`config.mk`:
```
export PLATFORM = sky130hd
export DESIGN_NAME = tod_nco_counter
export DESIGN_NICKNAME = d
export VERILOG_FILES = /design/src/rtl/tod_pkg.sv /design/src/rtl/tod_nco_accum.sv /design/src/rtl/tod_bus_if.sv /design/src/rtl/tod_nco_counter.sv
export SDC_FILE = /design/constraint.sdc
export NUM_CORES = 1
export LEC_CHECK = 0
export BUFFER_PORTS_ARGS = -buffer_cell sky130_fd_sc_hd__buf_4
export CAP_MARGIN = 20
export CORE_MARGIN = 2
export CORE_UTILIZATION = 56
export CTS_BUF_LIST = sky130_fd_sc_hd__clkbuf_2 sky130_fd_sc_hd__clkbuf_4 sky130_fd_sc_hd__clkbuf_8
export DETAILED_ROUTE_END_ITERATION = 6
export PLACE_DENSITY_LB_ADDON = 0.08
export SLEW_MARGIN = 15
export SYNTH_ARGS = -nofsm -noshare
export SYNTH_HDL_FRONTEND = slang
export SYNTH_SLANG_ARGS = --single-unit
```
`constraint.sdc`:
```
create_clock -name clk -period 2.79 [get_ports clk]
set_input_delay 0.4185 -clock clk [delete_from_list [all_inputs] [get_ports clk]]
set_output_delay 0.4185 -clock clk [all_outputs]
set_load 0.005 [all_outputs]
```
`src/rtl/tod_pkg.sv`:
```
package tod_pkg;
    typedef enum logic {
        RUN_STOPPED  = 1'b0,
        RUN_COUNTING = 1'b1
    } run_state_e;

    typedef enum logic [1:0] {
        REG_LOW = 2'd0,
        REG_MID = 2'd1,
        REG_UP  = 2'd2,
        REG_INC = 2'd3
    } reg_sel_e;
endpackage

```
`src/rtl/tod_nco_accum.sv`:
```
module tod_nco_accum
    import tod_pkg::*;
#(
    parameter int NS_W      = 44,
    parameter int FRAC_W    = 29,
    parameter int INC_W     = 32,
    parameter int LOW_W     = 4,
    parameter int MID_W     = 32,
    parameter logic [INC_W-1:0] INC_RESET = 32'h8000_0000
) (
    input  logic                          clk,
    input  logic                          rst_n,
    input  logic                          ld_low,
    input  logic                          ld_mid,
    input  logic                          ld_up,
    input  logic                          ld_inc,
    input  logic [LOW_W-1:0]              low_val,
    input  logic [MID_W-1:0]              mid_val,
    input  logic [NS_W-LOW_W-MID_W-1:0]   up_val,
    input  logic [INC_W-1:0]              inc_val,
    output logic [NS_W-1:0]               time_ns,
    output logic [INC_W-1:0]              inc_q
);
    localparam int UP_W  = NS_W - LOW_W - MID_W;
    localparam int ACC_W = NS_W + FRAC_W;
    localparam int LOW_LSB = FRAC_W;
    localparam int MID_LSB = FRAC_W + LOW_W;
    localparam int UP_LSB  = FRAC_W + LOW_W + MID_W;

    run_state_e         state_q, state_d;
    logic [ACC_W-1:0]   acc_q, acc_sum, acc_d;
    logic [INC_W-1:0]   inc_d;

    // state register
    always_ff @(posedge clk) begin
        if (!rst_n) begin
            state_q <= (INC_RESET != '0) ? RUN_COUNTING : RUN_STOPPED;
            acc_q   <= '0;
            inc_q   <= INC_RESET;
        end else begin
            state_q <= state_d;
            acc_q   <= acc_d;
            inc_q   <= inc_d;
        end
    end

    // next state and datapath outputs
    always_comb begin
        inc_d   = ld_inc ? inc_val : inc_q;
        state_d = (inc_d != '0) ? RUN_COUNTING : RUN_STOPPED;
        unique case (state_q)
            RUN_COUNTING: acc_sum = acc_q + {{(ACC_W-INC_W){1'b0}}, inc_q};
            RUN_STOPPED:  acc_sum = acc_q;
            default:      acc_sum = acc_q;
        endcase
        acc_d = acc_sum;
        if (ld_low) begin
            acc_d[LOW_LSB +: LOW_W] = low_val;
            acc_d[FRAC_W-1:0]       = '0;
        end
        if (ld_mid) acc_d[MID_LSB +: MID_W] = mid_val;
        if (ld_up)  acc_d[UP_LSB +: UP_W]   = up_val;
    end

    assign time_ns = acc_q[ACC_W-1 -: NS_W];

    a_r4_state_matches_step: assert property (@(posedge clk) disable iff (!rst_n)
        (state_q == RUN_STOPPED) == (inc_q == '0));

    a_r4_hold_when_stopped: assert property (@(posedge clk) disable iff (!rst_n)
        (state_q == RUN_STOPPED && !ld_low && !ld_mid && !ld_up)
        |=> (time_ns == $past(time_ns)));

    a_r2_advances: assert property (@(posedge clk) disable iff (!rst_n)
        (state_q == RUN_COUNTING && inc_q[INC_W-1:FRAC_W] != '0 &&
         !ld_low && !ld_mid && !ld_up)
        |=> (time_ns != $past(time_ns)));

    a_r7_upper_load: assert property (@(posedge clk) disable iff (!rst_n)
        ld_up |=> (time_ns[NS_W-1 -: UP_W] == $past(up_val)));
endmodule

```
`src/rtl/tod_bus_if.sv`:
```
module tod_bus_if
    import tod_pkg::*;
#(
    parameter int NS_W    = 44,
    parameter int LOW_W   = 4,
    parameter int MID_W   = 32,
    parameter int INC_W   = 32,
    parameter int DATA_W  = 32,
    parameter int UP_LANE = 8
) (
    input  logic                         clk,
    input  logic                         rst_n,
    input  logic                         bus_wr,
    input  logic                         bus_rd,
    input  logic [1:0]                   bus_addr,
    input  logic [DATA_W-1:0]            bus_wdata,
    input  logic [NS_W-1:0]              time_ns,
    input  logic [INC_W-1:0]             inc_q,
    output logic                         ld_low,
    output logic                         ld_mid,
    output logic                         ld_up,
    output logic                         ld_inc,
    output logic [LOW_W-1:0]             low_val,
    output logic [MID_W-1:0]             mid_val,
    output logic [NS_W-LOW_W-MID_W-1:0]  up_val,
    output logic [INC_W-1:0]             inc_val,
    output logic [DATA_W-1:0]            bus_rdata
);
    localparam int UP_W   = NS_W - LOW_W - MID_W;
    localparam int N_REGS = 4;

    logic [N_REGS-1:0] wr_hit;
    logic [UP_W-1:0]   shadow_q;
    logic              rd_mid;

    for (genvar g = 0; g < N_REGS; g++) begin : g_dec
        assign wr_hit[g] = bus_wr && (bus_addr == 2'(g));
    end

    assign ld_low  = wr_hit[REG_LOW];
    assign ld_mid  = wr_hit[REG_MID];
    assign ld_up   = wr_hit[REG_UP];
    assign ld_inc  = wr_hit[REG_INC];
    assign low_val = bus_wdata[LOW_W-1:0];
    assign mid_val = bus_wdata[MID_W-1:0];
    assign up_val  = bus_wdata[UP_LANE +: UP_W];
    assign inc_val = bus_wdata[INC_W-1:0];
    assign rd_mid  = bus_rd && (bus_addr == REG_MID);

    always_ff @(posedge clk) begin
        if (!rst_n)      shadow_q <= '0;
        else if (ld_up)  shadow_q <= up_val;
        else if (rd_mid) shadow_q <= time_ns[NS_W-1 -: UP_W];
    end

    always_comb begin
        bus_rdata = '0;
        unique case (reg_sel_e'(bus_addr))
            REG_LOW: bus_rdata[LOW_W-1:0] = time_ns[LOW_W-1:0];
            REG_MID: bus_rdata[MID_W-1:0] = time_ns[LOW_W +: MID_W];
            REG_UP:  bus_rdata[UP_W-1:0]  = shadow_q;
            REG_INC: bus_rdata[INC_W-1:0] = inc_q;
            default: bus_rdata = '0;
        endcase
    end

    a_r8_snapshot: assert property (@(posedge clk) disable iff (!rst_n)
        (rd_mid && !bus_wr) |=> (shadow_q == $past(time_ns[NS_W-1 -: UP_W])));

    a_r5_onehot_load: assert property (@(posedge clk) disable iff (!rst_n)
        $onehot0({ld_low, ld_mid, ld_up, ld_inc}));
endmodule

```
`src/rtl/tod_nco_counter.sv`:
```
module tod_nco_counter
    import tod_pkg::*;
#(
    parameter int NS_W    = 44,
    parameter int FRAC_W  = 29,
    parameter int INC_W   = 32,
    parameter int LOW_W   = 4,
    parameter int MID_W   = 32,
    parameter int DATA_W  = 32,
    parameter int UP_LANE = 8,
    parameter logic [INC_W-1:0] INC_RESET = 32'h8000_0000
) (
    input  logic              clk,
    input  logic              rst_n,
    input  logic              bus_wr,
    input  logic              bus_rd,
    input  logic [1:0]        bus_addr,
    input  logic [DATA_W-1:0] bus_wdata,
    output logic [DATA_W-1:0] bus_rdata
);
    localparam int UP_W = NS_W - LOW_W - MID_W;

    logic              ld_low, ld_mid, ld_up, ld_inc;
    logic [LOW_W-1:0]  low_val;
    logic [MID_W-1:0]  mid_val;
    logic [UP_W-1:0]   up_val;
    logic [INC_W-1:0]  inc_val, inc_q;
    logic [NS_W-1:0]   time_ns;

    tod_bus_if #(
        .NS_W(NS_W), .LOW_W(LOW_W), .MID_W(MID_W), .INC_W(INC_W),
        .DATA_W(DATA_W), .UP_LANE(UP_LANE)
    ) u_bus (
        .clk(clk), .rst_n(rst_n), .bus_wr(bus_wr), .bus_rd(bus_rd),
        .bus_addr(bus_addr), .bus_wdata(bus_wdata), .time_ns(time_ns),
        .inc_q(inc_q), .ld_low(ld_low), .ld_mid(ld_mid), .ld_up(ld_up),
        .ld_inc(ld_inc), .low_val(low_val), .mid_val(mid_val),
        .up_val(up_val), .inc_val(inc_val), .bus_rdata(bus_rdata)
    );

    tod_nco_accum #(
        .NS_W(NS_W), .FRAC_W(FRAC_W), .INC_W(INC_W), .LOW_W(LOW_W),
        .MID_W(MID_W), .INC_RESET(INC_RESET)
    ) u_acc (
        .clk(clk), .rst_n(rst_n), .ld_low(ld_low), .ld_mid(ld_mid),
        .ld_up(ld_up), .ld_inc(ld_inc), .low_val(low_val),
        .mid_val(mid_val), .up_val(up_val), .inc_val(inc_val),
        .time_ns(time_ns), .inc_q(inc_q)
    );
endmodule

```
---- Yosys cells after proc, flatten, opt, wreduce, memory -nomap -nowiden ----
Index checks and enable logic that the tools add are counted.
storage, ports and cells
  flip-flop bits (word level) ............. 114
  input port bits ......................... 38
  output and inout port bits .............. 32
  word-level logic and storage cells ...... 36
cells by class
  add/sub/neg operators ................... 1
  eq/ne operators ......................... 6
  multiplexer cells ....................... 11
  bitwise gates (word level) .............. 2
  reduce and logical (&&, ||, !) cells .... 9
operators by type and width
  operator                                                          number
  73-bit by 32-bit adder with 73-bit output                         1
  73-bit 2-to-1 mux                                                 1
  32-bit 2-to-1 mux                                                 2
  24-bit case mux with 2 select lines                               1
  33-bit 2-to-1 mux                                                 1
  32-bit nonzero test                                               1
  8-bit 2-to-1 mux                                                  3
  4-bit case mux with 4 select lines                                1
  4-bit case mux with 3 select lines                                1
  2-bit != test (second input constant)                             3
  1-bit logical AND                                                 5
  2-bit == test (second input constant)                             2
  2-bit by 1-bit == test with 1-bit output (second input constant)  1
  2-bit logical NOT                                                 1
  1-bit NOT                                                         2
  2-bit nonzero test                                                1
  2-bit OR reduction                                                1
  1-bit 2-to-1 mux                                                  1

---- Longest topological paths before layout ----
Gate-level depths: netlist of run 1.
  word-level depth ........................ 5
  mapped depth ............................ 11

---- By module ----
Synthesis of run 1 repeated with hierarchy kept, for this count alone.
second synthesis, totals
  cell total of the unflattened synthesis .. 1082
  area total of the unflattened synthesis .. 8969.9 µm²
modules (own cells, without submodules)
  module         instances  cells an instance  area each (µm²)
  tod_nco_accum  1          893                7363.3
  tod_bus_if     1          189                1606.5

---- Worst setup path before layout of run 1 ----
No wires, ideal clock.
  path type ............................... flip-flop to flip-flop
  start point ............................. register u_acc.inc_q[0]
  end point ............................... register u_acc.acc_q[50]
  library setup time ...................... 0.074 ns
  data arrival time ....................... 3.015 ns
  setup slack ............................. -0.300 ns
  cell stages (with the launch flop) ...... 12
  clock period less this slack ............ 3.090 ns
  cells stage by stage .................... dfxtp_1 > ha_1 > fa_1 > a211o_1 > a211o_1 > a221oi_2 > o41ai_4 > a211oi_1 > o21a_1 > buf_2 > o21ai_0 > a31oi_1
between the ends
  word-level cells in the longest chain between the ends .. 3
RTL lines
  element                                    RTL line             text
  from (decl)                                tod_nco_accum.sv:22  output logic [INC_W-1:0] inc_q
  from (signal assigned)                     tod_nco_accum.sv:43  inc_q <= inc_d;
  73-bit by 32-bit adder with 73-bit output  tod_nco_accum.sv:52  RUN_COUNTING: acc_sum = acc_q + {{(ACC_W-INC_W){1'b0}}, inc_q};
  73-bit 2-to-1 mux                          tod_nco_accum.sv:51  unique case (state_q)
  32-bit 2-to-1 mux                          tod_nco_accum.sv:61  if (ld_mid) acc_d[MID_LSB +: MID_W] = mid_val;
  to (signal assigned)                       tod_nco_accum.sv:38  acc_q <= '0;
  to (signal assigned)                       tod_nco_accum.sv:42  acc_q <= acc_d;
  to (decl)                                  tod_nco_accum.sv:31  logic [ACC_W-1:0] acc_q, acc_sum, acc_d;
Every way passes these cells. The select of a mux whose other input is x is not followed.
A chain may end at the register's enable or synchronous reset.

---- Worst setup path after layout of run 1 ----
  start point ............................. register u_acc.inc_q[1]
  end point ............................... register u_acc.acc_q[47]
Same word-level chain as after synthesis.

==> results of run 1 <==
[state kept, by name, indices dropped and copies added (netlist names)]
| register | count |
|---|---|
| u_acc.state_q | 1 |
| u_bus.shadow_q | 8 |
| u_acc.inc_q | 32 |
| u_acc.acc_q | 73 |
[cell families after synthesis]
logic type / after synthesis / share of synthesized area
simple gates: 338 / 0.213
flops: 114 / 0.297
compound gates: 296 / 0.259
xor+xnor: 50 / 0.0570
fa+ha+maj: 33 / 0.0547
mux: 58 / 0.0825
buf+inv: 74 / 0.0365
[routing by layer]
metal | routed length [um] | vias to the layer above | share of wire | global-route usage
met2 | 12500 | 571 | 0.45 | 0.562
met1 | 11200 | 3995 | 0.41 | 0.512
met3 | 2850 | 84 | 0.10 | 0.0700
li1 | - | 3895 | - | -
met5 | 0 | - | 0 | 0
met4 | 928 | 0 | 0.034 | 0.142
[through the flow]
step | instance area, sq um | hold WS, ns
4_1_cts | 9830 | 0.200
3_3_place_gp | 9150 | 0.446
3_5_place_dp | 9150 | 0.450
5_1_grt | 10300 | 0.205
2_1_floorplan | 7730 | 0.433
6_report | 10300 | 0.218
[final cells by class]
| class | instances | area, sq um |
|---|---|---|
| fill | 983 | 3070 |
| inverter | 18 | 67.6 |
| clock buffer | 18 | 248 |
| sequential | 114 | 2290 |
| multi-input combinational | 775 | 5570 |
| timing repair buffer | 207 | 1700 |
| tap | 176 | 220 |
| clock inverter | 13 | 185 |
[critical path, delay by kind of cell (launching register included)]
family | cells | cell delay [ns]
compound gates | 7 | 1.77
fa+ha+maj | 1 | 0.26
buf+inv | 2 | 0.30
xor+xnor | 1 | 0.17
flops | 1 | 0.37
[report_power, final]
part	total, W	internal (W)	leakage [nW]	switching, W
logic	0.000786	0.000333	3.19	0.000453
registers	0.00180	0.00171	0.931	0.0000914
clock network	0.00173	0.000990	0.203	0.000741
[how the worst min path moves through the flow]
stage	from	to	slack, ns	cells past startpoint
CTS	bus_wdata[4]	u_acc.inc_q[4]$_SDFF_PN0_	0.20	3
detailed placement	u_bus.shadow_q[7]$_SDFFE_PN0P_	u_bus.shadow_q[7]$_SDFFE_PN0P_	0.45	2
floorplan	u_bus.shadow_q[0]$_SDFFE_PN0P_	u_bus.shadow_q[0]$_SDFFE_PN0P_	0.43	2
finish	bus_wdata[4]	u_acc.inc_q[4]$_SDFF_PN0_	0.22	3
global placement	u_bus.shadow_q[7]$_SDFFE_PN0P_	u_bus.shadow_q[7]$_SDFFE_PN0P_	0.45	2
global route	bus_wdata[5]	u_acc.inc_q[5]$_SDFF_PN0_	0.20	3
[placed cells by master (no fill, tap or decap), types with 9 or more instances in the layout]
cell type,instances
inv_1,18
nand4_1,24
clkbuf_8,18
a2111oi_4,10
a211oi_1,9
nor2_1,54
nor2b_1,28
buf_4,187
ha_1,27
nor4_1,18
a31oi_1,12
o21ai_0,51
nand3_1,24
a21oi_1,97
xnor2_1,38
xor2_1,9
and3_1,16
mux2i_1,51
nor3_1,22
nand2_1,124
buf_6,12
dfxtp_1,109
a21o_1,19
[what timing repair did]
item                                    in CTS  in global routing
endpoints found under the setup margin      47                 55
gates resized for setup                     19                 71
pin swaps                                   18                 64
cloned                                       1                  0
buffers inserted                            15                 12
==> impl_metrics.tcl, run 1 <==
set metrics [dict create \
    ys_async_sr_fraction 0 \
    power_density_nw_per_um2 420 \
    drv_slew 0 \
    final_nets 1204 \
    clk_path_buf_depth 2 \
    cts.sinks 114 \
    worstReg2RegEnd "u_acc.acc_q[47]$_SDFFE_PN0P_" \
    synth-seq-cells 114 \
    gp_congestion 0.960 \
    min-delay-path-class "in2reg" \
    instances_no_fill 1321 \
    critPathKind "reg2reg" \
    cts_tree "built" \
    drc 3 \
    h-tree-depth 4 \
    diodes 0 \
    syn_area_per_cell_sq_um 7.98 \
    relSlewSlack 0.144 \
    syn_to_final_growth_pct 33.8 \
    detail_route.wl_per_cell_um 20.8 \
    dp_slack_ns -0.202 \
    syn_nets 1034 \
    io_buffers 69 \
    r2r_slack_ns -0.20 \
    power.total_w 0.00432 \
    ir_drop_mv 0.343 \
    netlist_instances 963 \
    grt_pass1_vias 7671 \
    cp-end-kind "flop" \
    yosysWarnings 0 \
    grt_max_degree 48 \
    fp.dieH_um 121 \
    skew_ns 0.00990 \
    fp.dieW_um 121 \
    tns_ns -4.29 \
    track_usage 0.367 \
    io_pins 70 \
    vias_per_cell 6.47 \
    netlist_top_cells_area "dfxtp_1, a21oi_1, mux2i_1" \
    seq_area_frac_synth 0.297 \
    dieArea_sq_um 14700 \
    grt_overflow_total 0 \
    dp_cells 1265 \
    crit_path_top_delay_cell "a2111oi_2" \
    worst_pin_slew_ns 1.28 \
    p_leak_nw 4.33 \
    slowest_delay_ns 0.46 \
    fmax_ghz 0.334 \
    wl_um 27500 \
    dp_hpwl_um 18800 \
    worstPathArrival_ns 3.33 \
    hold_buffers 0 \
    drtIter0Drc 1201 \
    clockRootBuffer "clkbuf_8" \
    status "complete, but fails checks" \
    synth_top_area_frac 0.297 \
    worstPathRequired_ns 3.13 \
    yosys.cell_count.top_type "nand2_1" \
    hold_viol 0 \
    rsz0062_at_grt "true" \
    critPathMaxFanout 5 \
    startpoint "u_acc.inc_q[1]$_SDFF_PN0_" \
    reg2reg_depth 11 \
    final.min_clock_period_ns 2.99 \
    crit_end "u_acc.acc_q[47]$_SDFFE_PN0P_" \
    path_common_cell "a211o_1" \
    dr.pass1.iters 7 \
    final_util 0.770 \
    rows 42 \
    yosys-top-cells-count "nand2_1, dfxtp_1, a21oi_1" \
    startpoint_type "flop" \
    yosysUniqueCellTypes 64 \
    cts_inserted_buffers 17 \
    netlist_area_sq_um 7690 \
    violations "design-rule violations, negative setup slack" \
    grt_pass1_wl_um 41700 \
    path_clk_slew_ns 0.07 \
    setup_violations 46 \
    initial_core_util 0.576 \
    synth_edf_count 0 \
    ant_nets 0 \
    crit-reg2reg-launch "u_acc.inc_q[1]$_SDFF_PN0_" \
    synth_largest_area_cell "dfxtp_1" \
    synth_ff_type "dfxtp_1" \
    core_sq_um 13300 \
    crit_chain "ha_4, a211o_1, o211ai_1, a211o_1, a2111oi_4, buf_4, buf_12, o2111ai_4, a2111oi_2, xnor2_1, a21oi_1" \
    antenna_found_initial 0 \
    insertion_delay_ns 0.46 \
    max_cap_violations 0 \
    drive_above_1_share 0.272 \
    fin_ws_ns -0.201 \
    fin_crit_sh 1.07 \
    num_vias 8545 \
]
(Power assumes the default switching activity.)
==> run 2: changes to the inputs <==
CORE_UTILIZATION = 60   (was 56)
clock period = 2.8 ns   (was 2.79 ns; I/O delays follow)
==> run 2 against run 1 <==
The run still ends with design-rule violations, negative setup slack left. Setup slack improved by 0.030 ns. Critical path depth stayed put. Largest power group unchanged. Global-route usage is 3.2 points higher. Critical endpoint is now u_acc.acc_q[51]$_SDFFE_PN0P_. Largest cell class unchanged.
==> impl_metrics.tcl, run 2 (same netlist as run 1, synthesis figures left out) <==
set metrics [dict create \
    h-tree-depth 4 \
    dp_hpwl_um 18600 \
    startpoint_type "flop" \
    crit_cells 11 \
    hold_buffers 0 \
    drive_above_1_share 0.283 \
    drv_slew 0 \
    clk_path_buf_depth 2 \
    critPathTopFamily "compound AO/OA/AOI/OAI gates" \
    drtIter0Drc 1261 \
    min_path_cells 3 \
    critPathMaxFanout 4 \
    p_sw_w 0.00131 \
    detail_route.wl_per_cell_um 21.9 \
    fin_ws_ns -0.171 \
    status "complete, but fails checks" \
    worstPathRequired_ns 3.11 \
    internal-power_w 0.00294 \
    diodes 0 \
    ir_drop_mv 0.383 \
    final_cell_area_sq_um 10300 \
    grt_overflow_total 0 \
    dp_cells 1255 \
    reg.largest.list "u_acc.acc_q x73, u_acc.inc_q x32, u_bus.shadow_q x8" \
    rows 41 \
    critPathBufInv 2 \
    worstPathArrival_ns 3.28 \
    gp_congestion 0.984 \
    wl_um 28900 \
    fin_crit_sh 1.06 \
    hold_viol 0 \
    core_sq_um 12600 \
    p_sw_frac 0.308 \
    pwr-share-clk 0.383 \
    violations "design-rule violations, negative setup slack" \
    insertion_delay_ns 0.46 \
    instances_no_fill 1318 \
    relSlewSlack 0.185 \
    io_pins 70 \
    setup_violations 41 \
    largest_register "u_acc.acc_q" \
    antenna_found_initial 1 \
    rsz0062_at_grt "true" \
    critPathKind "reg2reg" \
    grt_pass1_wl_um 41500 \
    grt_pass1_vias 7841 \
    final_common_cell "buf_4" \
    layout_common_cells "buf_4, nand2_1, dfxtp_1" \
    worst_pin_slew_ns 1.22 \
    syn_to_final_growth_pct 34.1 \
    fp.dieH_um 117 \
    initial_core_util 0.612 \
    power_density_nw_per_um2 412 \
    min-delay-path-class "in2reg" \
    power.combinational.fraction 0.192 \
    placed_area_sq_um 9100 \
    vias_per_cell 6.71 \
    slowest_delay_ns 0.43 \
    seqPwrFrac 0.425 \
    cts.sinks 114 \
    cts_tree "built" \
    crit_chain "ha_4, a211o_1, o211ai_1, a211o_4, a2111oi_4, buf_4, buf_6, o2111ai_4, a2111oi_4, xnor2_1, a21oi_1" \
    power.total_w 0.00424 \
    path_common_cell "a2111oi_4" \
    num_vias 8845 \
    io_buffers 69 \
    dieArea_sq_um 13700 \
    crit_path_top_delay_cell "a2111oi_4" \
    grt_max_degree 48 \
    fp.dieW_um 117 \
    reg2reg_depth 11 \
    ant_nets 0 \
    tns_ns -3.23 \
    cp-end-kind "flop" \
    skew_ns 0.0131 \
    cts_inserted_buffers 17 \
    fmax_ghz 0.337 \
    fillers 820 \
    track_usage 0.399 \
    final_nets 1204 \
    path_clk_slew_ns 0.07 \
    max_cap_violations 0 \
    drc 7 \
    largest_register_ffs 73 \
    clockRootBuffer "clkbuf_8" \
    final.min_clock_period_ns 2.97 \
    p_leak_nw 4.34 \
    final_util 0.820 \
    dr.pass1.iters 7 \
]
[run 2: cell count changes in the layout (fill, tap and decap cells not counted), sizes merged]
cell      change
buf           -2
clkinvlp      -4
bufinv        -1
inv           +1
clkbuf        +2
clkinv        +5
[run 2: timing repair]
action                     CTS  global route
pin swaps                   27            61
gates cloned                 1             2
setup endpoints to repair   47            55
resized for setup           29            67
setup buffers               15            16
[run 2: layer usage]
| metal | GRT usage | wire length [um] | vias to the layer above |
|---|---|---|---|
| li1 | - | - | 3895 |
| met1 | 0.512 | 10800 | 4038 |
| met2 | 0.621 | 12200 | 701 |
| met3 | 0.101 | 3580 | 211 |
| met4 | 0.210 | 2290 | 0 |
| met5 | 0 | 0 | - |
[run 2: cell type report]
| cell class | instances | area (sq um) | share of cell area |
|---|---|---|---|
| clock inverters | 14 | 163 | 0.0158 |
| inverters | 18 | 67.6 | 0.00656 |
| well taps | 172 | 215 | 0.0209 |
| multi-input cells | 775 | 5630 | 0.547 |
| repair buffers | 207 | 1690 | 0.164 |
| clock buffers | 18 | 241 | 0.0234 |
| flip-flops and latches | 114 | 2290 | 0.222 |
[run 2: power groups by stage]
stage          Combinational (W)  Sequential, W  Clock (W)
6_report                0.000814        0.00180    0.00163
5_1_grt                 0.000867        0.00180    0.00170
4_1_cts                 0.000724        0.00179    0.00163
3_5_place_dp            0.000708        0.00183          0
3_3_place_gp            0.000696        0.00182          0
2_1_floorplan           0.000415        0.00180          0
[run 2: worst register-to-register path: stages, from the launching register on]
cell and delay [ns]:
dfxtp_2 0.34, ha_4 0.26, a211o_1 0.14, o211ai_1 0.15, a211o_4 0.41, a2111oi_4 0.31, buf_4 0.19, buf_6 0.10
o2111ai_4 0.20, a2111oi_4 0.43, xnor2_1 0.19, a21oi_1 0.09
[run 2: path summary, 6_finish.rpt]
| check | from | to | slack (ns) |
|---|---|---|---|
| worst min-delay path | bus_wdata[4] | u_acc.inc_q[4]$_SDFF_PN0_ | 0.22 |
| worst max-delay path | u_acc.acc_q[1]$_SDFFE_PP0P_ | u_acc.acc_q[51]$_SDFFE_PN0P_ | -0.17 |
| worst min register to register | u_acc.acc_q[16]$_SDFFE_PP0P_ | u_acc.acc_q[16]$_SDFFE_PP0P_ | 0.47 |
| worst max register to register | u_acc.acc_q[1]$_SDFFE_PP0P_ | u_acc.acc_q[51]$_SDFFE_PN0P_ | -0.17 |
[run 2: stage by stage]
| step | hold WS, ns | setup slack, ns |
|---|---|---|
| 3_5_place_dp | 0.460 | -0.154 |
| 2_1_floorplan | 0.433 | -0.0477 |
| 3_3_place_gp | 0.451 | -0.120 |
| 6_report | 0.220 | -0.171 |
| 4_1_cts | 0.215 | -0.0744 |
| 5_1_grt | 0.233 | -0.298 |
